===== src/rtl/breath_pwm_pkg.sv =====
package breath_pwm_pkg;
  typedef enum logic {
    RAMP_DOWN = 1'b0,
    RAMP_UP   = 1'b1
  } ramp_dir_e;
endpackage


===== src/rtl/breath_carrier.sv =====
// Free-running carrier counter; flags the last clock of each period.
module breath_carrier #(
  parameter int CNT_W = 11
) (
  input  logic             clk,
  input  logic             rst_n,
  output logic [CNT_W-1:0] cnt,
  output logic             period_end
);
  always_ff @(posedge clk or negedge rst_n) begin
    if (!rst_n) cnt <= '0;
    else        cnt <= cnt + 1'b1;
  end

  assign period_end = &cnt;
endmodule


===== src/rtl/breath_prescale.sv =====
// Counts carrier periods and emits one step strobe every STEP_PERIODS.
module breath_prescale #(
  parameter int STEP_PERIODS = 72
) (
  input  logic clk,
  input  logic rst_n,
  input  logic period_end,
  output logic step
);
  localparam int PW = (STEP_PERIODS > 1) ? $clog2(STEP_PERIODS) : 1;

  generate
    if (STEP_PERIODS <= 1) begin : g_direct
      assign step = period_end;
    end else begin : g_count
      localparam logic [PW-1:0] LAST = PW'(STEP_PERIODS - 1);
      logic [PW-1:0] per_cnt;

      always_ff @(posedge clk or negedge rst_n) begin
        if (!rst_n) per_cnt <= '0;
        else if (period_end) begin
          if (per_cnt == LAST) per_cnt <= '0;
          else                 per_cnt <= per_cnt + 1'b1;
        end
      end

      assign step = period_end && (per_cnt == LAST);
    end
  endgenerate
endmodule


===== src/rtl/breath_ramp.sv =====
// Triangle duty generator: climbs to the top code, turns, falls to zero, turns.
module breath_ramp
  import breath_pwm_pkg::*;
#(
  parameter int DUTY_W = 8
) (
  input  logic            clk,
  input  logic            rst_n,
  input  logic            step,
  output logic [DUTY_W:0] duty
);
  localparam logic [DUTY_W:0] TOP      = (DUTY_W + 1)'(1) << DUTY_W;
  localparam logic [DUTY_W:0] BELOW_TOP = TOP - 1'b1;
  localparam logic [DUTY_W:0] ONE      = (DUTY_W + 1)'(1);

  ramp_dir_e dir_q;

  always_ff @(posedge clk or negedge rst_n) begin
    if (!rst_n) begin
      duty  <= '0;
      dir_q <= RAMP_UP;
    end else if (step) begin
      if (dir_q == RAMP_UP) begin
        duty <= duty + 1'b1;
        if (duty == BELOW_TOP) dir_q <= RAMP_DOWN;
      end else begin
        duty <= duty - 1'b1;
        if (duty == ONE) dir_q <= RAMP_UP;
      end
    end
  end
endmodule


===== src/rtl/breath_pwm.sv =====
// Autonomous breathing LED modulator top.
module breath_pwm #(
  parameter int NUM_LED      = 4,
  parameter int CNT_W        = 11,
  parameter int DUTY_W       = 8,
  parameter int STEP_PERIODS = 72
) (
  input  logic               clk,
  input  logic               rst_n,
  output logic [NUM_LED-1:0] led
);
  localparam int SHIFT = CNT_W - DUTY_W;

  logic [CNT_W-1:0] carrier_cnt;
  logic             period_end;
  logic             step;
  logic [DUTY_W:0]  duty_code;
  logic [CNT_W:0]   threshold;
  logic             pulse_on;

  breath_carrier #(.CNT_W(CNT_W)) u_carrier (
    .clk        (clk),
    .rst_n      (rst_n),
    .cnt        (carrier_cnt),
    .period_end (period_end)
  );

  breath_prescale #(.STEP_PERIODS(STEP_PERIODS)) u_prescale (
    .clk        (clk),
    .rst_n      (rst_n),
    .period_end (period_end),
    .step       (step)
  );

  breath_ramp #(.DUTY_W(DUTY_W)) u_ramp (
    .clk   (clk),
    .rst_n (rst_n),
    .step  (step),
    .duty  (duty_code)
  );

  assign threshold = (CNT_W + 1)'(duty_code) << SHIFT;
  assign pulse_on  = {1'b0, carrier_cnt} < threshold;

  generate
    for (genvar i = 0; i < NUM_LED; i++) begin : g_led
      always_ff @(posedge clk or negedge rst_n) begin
        if (!rst_n) led[i] <= 1'b0;
        else        led[i] <= pulse_on;
      end
    end
  endgenerate
endmodule


===== config.mk =====
export PLATFORM = sky130hd
export DESIGN_NAME = breath_pwm
export DESIGN_NICKNAME = d
export VERILOG_FILES = /design/src/rtl/breath_pwm_pkg.sv /design/src/rtl/breath_carrier.sv /design/src/rtl/breath_prescale.sv /design/src/rtl/breath_ramp.sv /design/src/rtl/breath_pwm.sv
export SDC_FILE = /design/constraint.sdc
export NUM_CORES = 1
export LEC_CHECK = 0
export BUFFER_PORTS_ARGS = -buffer_cell sky130_fd_sc_hd__buf_2
export CELL_PAD_IN_SITES_DETAIL_PLACEMENT = 1
export CELL_PAD_IN_SITES_GLOBAL_PLACEMENT = 2
export CORE_MARGIN = 2
export CORE_UTILIZATION = 43
export CTS_CLUSTER_SIZE = 16
export DETAILED_ROUTE_END_ITERATION = 16
export PLACE_DENSITY = 0.82
export SLEW_MARGIN = 25
export SYNTH_ARGS = -nofsm -noshare
export SYNTH_HDL_FRONTEND = slang
export SYNTH_HIERARCHICAL = 1
export SYNTH_SLANG_ARGS = --single-unit

===== constraint.sdc =====
create_clock -name clk -period 2.9 [get_ports clk]
set_input_delay 0.725 -clock clk [delete_from_list [all_inputs] [get_ports clk]]
set_output_delay 0.725 -clock clk [all_outputs]
set_load 0.02 [all_outputs]

# Yosys cells after proc, flatten, opt, wreduce, memory -nomap -nowiden
# Cells that the tools add are included.
[word_totals]
regBits = 29
in_bits = 2
out_inout_bits = 4
elab_cells = 20
[op_classes]
addsub = 4
n_lt_le_gt_ge = 1
n_eq_ne = 3
muxes = 5
n_reduce_logical = 2
[op_table]
columns = ["op", "count"]
rows = [
  ["11-bit by 12-bit less-than comparator with 1-bit output", 1],
  ["11-bit by 1-bit adder with 11-bit output, second input constant", 1],
  ["11-bit AND reduction", 1],
  ["9-bit by 1-bit adder with 9-bit output, second input constant", 1],
  ["9-bit by 1-bit == test with 1-bit output, second input constant", 1],
  ["9-bit by 8-bit == test with 1-bit output, second input constant", 1],
  ["9-bit 2-to-1 mux", 1],
  ["9-bit by 1-bit subtractor with 9-bit output, second input constant", 1],
  ["7-bit by 1-bit adder with 7-bit output, second input constant", 1],
  ["7-bit == test, second input constant", 1],
  ["7-bit 2-to-1 mux", 1],
  ["1-bit 2-to-1 mux", 3],
  ["1-bit logical AND", 1],
]

# Longest topological paths before layout
[depth]
word_depth = 3
mapped_depth = 9
mapped_depth_nobuf = 7

# Modules after synthesis
# The synthesis kept the hierarchy.
[modules_own_cells]
columns = ["module", "n_inst", "cells_per_inst", "area_each_um2", "seq_area_each_um2"]
rows = [
  ["breath_ramp", 1, 65, 629.4, 251.5],
  ["breath_carrier", 1, 35, 452.9, 275.3],
  ["breath_prescale", 1, 36, 360.3, 175.2],
  ["breath_pwm", 1, 30, 249.0, 25.0],
]

# Least setup slack after synthesis
# Ideal clock, no wire load.
[synth_timing]
path_type = "register to register"
from = "reg u_carrier.cnt[0]"
to = "reg u_ramp.duty[6]"
arrival_ps = 1756
required_time_ps = 2777
path_slack_ps = 1021
stages_incl_launch_ff = 9
n_path_buf = 2
synth_period_minus_slack_ps = 1879
path_cell_list = "dfrtp_1 > ha_1 > nand4_2 > nor2_1 > buf_4 > and2_1 > clkbuf_1 > a21bo_1 > xnor2_1"
[synth_via]
elab_chain_len = 2
[synth_lines]
columns = ["item", "line_no", "text"]
rows = [
  ["start: declaration", "breath_carrier.sv:7", "output logic [CNT_W-1:0] cnt,"],
  ["start signal: assignment", "breath_carrier.sv:12", "else cnt <= cnt + 1'b1;"],
  ["11-bit AND reduction", "breath_carrier.sv:15", "assign period_end = &cnt;"],
  ["via period_end", "breath_pwm.sv:15", "logic period_end;"],
  ["1-bit logical AND", "breath_prescale.sv:27", "assign step = period_end && (per_cnt == LAST);"],
  ["via step", "breath_pwm.sv:16", "logic step;"],
  ["end signal: assignment", "breath_ramp.sv:24", "duty <= duty + 1'b1;"],
  ["end signal: assignment", "breath_ramp.sv:27", "duty <= duty - 1'b1;"],
  ["end: declaration", "breath_ramp.sv:10", "output logic [DUTY_W:0] duty"],
]
# The timed path passes the listed nets, and every way through them passes these cells.
# A chain may end at the register's enable or synchronous reset.

# Worst setup path in the final report
[layout_timing]
from = "reg u_carrier.cnt[0]"
to = "reg u_ramp.duty[7]"
# Same word-level chain as after synthesis.

==> reports/metrics.cfg <==
[logic_synthesis]
ys_warn_count = 6
synth_area_leader_cell = dfrtp_1
ys.flop_type = dfrtp_1
syn_area_per_cell_um2 = 10.2
yosys.cell_count.top_type = dfrtp_1
ys_top_cells_by_area = dfrtp_1, ha_1, xnor2_1
synth_edf_count = 0
synth.net_count = 181
synthesis.area_um2 = 1690
synthTopCellsByCount = dfrtp_1, inv_1, xnor2_1
ys_seq_elements = 29
netlist_instances = 166
ys_seq_area_share_pct = 43.0
synth_cell_types = 46
synthArstFlopShare_pct = 100
yosys.area.top_type_share_pct = 41.4

[place]
pre_cts_slack_ns = 0.724
dpl_cell_area_um2 = 1730
port_buffers = 5
place_congestion = 0.794
dp.cells = 211
hpwl_mm = 2.44

[clock_tree]
cts_resized = 0
ctsHtreeMaxLevel = 2
cts_setup_buffers = 0
cts_root_buffer = clkbuf_8
ctsHoldBuffers = 0
clock_latency_ns = 0.28
clkSinkCount = 29
clockBufferDepth = 2
numCtsBuffers = 5
cts_tree = done
path_clk_slew_ns = 0.07

[power]
vdd_ir_drop_max_uv = 190
pwr_density_cell_nw_per_um2 = 404
fin_total_pwr_mw = 0.733
switching_share_pct = 22.1
p_leak_nw = 0.817
combPwrFrac_pct = 1.1
power.internal_mw = 0.571
pwr-share-seq_pct = 55.2
p_sw_mw = 0.162
clock_power_share_pct = 43.7

[flow_run]
max-cap-violations = 0

[setup_path]
start_kind = flop
path_cells = ha_1, nand4_2, nor2_1, buf_4, and2_1, a21boi_4, nand2b_1, xnor2_1
path_buf_inv = 1
path_class = flop to flop
worst_setup_path_end_kind = flop
crit_family = simple AND/OR/NAND/NOR gates
crit_arrival_ns = 2.38
critPathMaxFanout = 12
critPathSlowestCell = dfrtp_1
slowest_delay_ns = 0.44
cp.required_ns = 3.05

[detailed_routing]
first_pass_iters = 4
drt_iter0_markers = 52
route.detailed.drc = 0
num_vias = 1207
routedWlPerCell_um = 15.0
vias_per_cell = 5.51
final_antenna_net_count = 0
wl_mm = 3.28

[global_routing]
grt_pass1_vias = 1296
grt.overflow.total = 0
track_usage_pct = 18.1
grt_max_degree = 30
grt_pass1_wl_mm = 6.00
antenna_found_initial = 0

[status]
outcome = complete, no violations

[sta]
hold_ws_ns = 0.466
tns_ns = 0
fin_crit_sh_pct = 76.6
slew-limit-headroom_pct = 57.1
tightest_slew_ns = 0.644
final_hold_viol_count = 0
max_freq_mhz = 450
fin_skew_ns = 0.0106
rsz0062_at_grt = false
period_minus_slack_ns = 2.22
slew_viol_final = 0
setup_viol = 0
worst_slack_ns = 0.679

[cells_and_area]
syn_to_final_growth_pct = 7.25
diodes = 0
fin_util_pct = 48.8
drive_gt1_share_pct = 14.0
final_area_um2 = 1810
final_net_count = 185
fin_cells = 219

[floorplanning]
start_util_pct = 45.5
die_h_um = 66.7
rows = 22
die_x_um = 66.7
core_um2 = 3720
io_pins = 6
die-area_um2 = 4450

[min_path]
hold_class = input port to asynchronous set/reset pin

[state kept, by name, indices dropped and copies added, names as in the netlist]
name,flops
u_carrier/cnt,11
u_prescale/g_count.per_cnt,7
led,1
u_ramp/duty,9
u_ramp/dir_q,1
[final timing paths]
check,from,end,slack [ns],cells after the start
min,rst_n,u_carrier/cnt[2],0.47,1
max reg2reg,u_carrier/cnt[0],u_ramp/duty[7],0.68,8
max in group asynchronous,rst_n,u_ramp/duty[5],2.01,1
max,u_carrier/cnt[0],u_ramp/duty[7],0.68,8
min in group clk,u_carrier/cnt[5],u_carrier/cnt[5],0.52,1
min reg2reg,u_carrier/cnt[5],u_carrier/cnt[5],0.52,1
[cells in the final DEF, fill, tap and decap left out, types with 2 or more instances in the layout]
master    count
nand4_1       8
a31oi_1       3
o21ai_1       3
a21oi_1       2
o21ai_0       3
nor2_1        5
clkbuf_8      5
mux2i_1       2
xnor2_1      16
nand2_1      12
nand3_1       8
nand4b_1      2
ha_1         13
nor3_1        4
dfrtp_1      28
and3_1        3
xor2_1        4
buf_2         5
inv_1        16
clkinv_2      2
[cells by family (layout without fill, tap and decap cells)]
logic type,Yosys count,in the layout,synth area share (%)
and+or+nand+nor,54,54,18.4
DFF,29,29,43.0
buffers and inverters,25,30,6.66
AOI/OAI and AO/OA,22,22,10.1
xor gates and xnor gates,20,20,10.4
adders and majority gates,13,13,9.62
muxes,3,3,1.85
[power groups by stage]
stage / Sequential, mW / Combinational [mW] / Clock [mW]
floorplan: 0.412 / 0.000000393 / 0
global placement: 0.412 / 0.00871 / 0
detailed placement: 0.412 / 0.00889 / 0
CTS: 0.405 / 0.00887 / 0.329
global route: 0.404 / 0.00985 / 0.350
finish: 0.405 / 0.00801 / 0.321
[layout make-up]
cell class                 instances  area (µm²)
inverter                          16        60.1
clock inverter                     2        10.0
multi-input combinational        112         852
fill                             431        1900
timing repair buffer               6        32.5
clock buffer                       6        72.6
tap                               48        60.1
sequential                        29         727
[per-layer routing]
metal / wire, µm / GRT usage (%) / up-vias
li1: - / - / 588
met1: 1590 / 22.7 / 601
met2: 1590 / 31.1 / 14
met3: 77 / 4.05 / 4
met4: 25 / 5.36 / 0
met5: 0 / 0 / -
No activity file was read; power rests on OpenSTA's default activity.
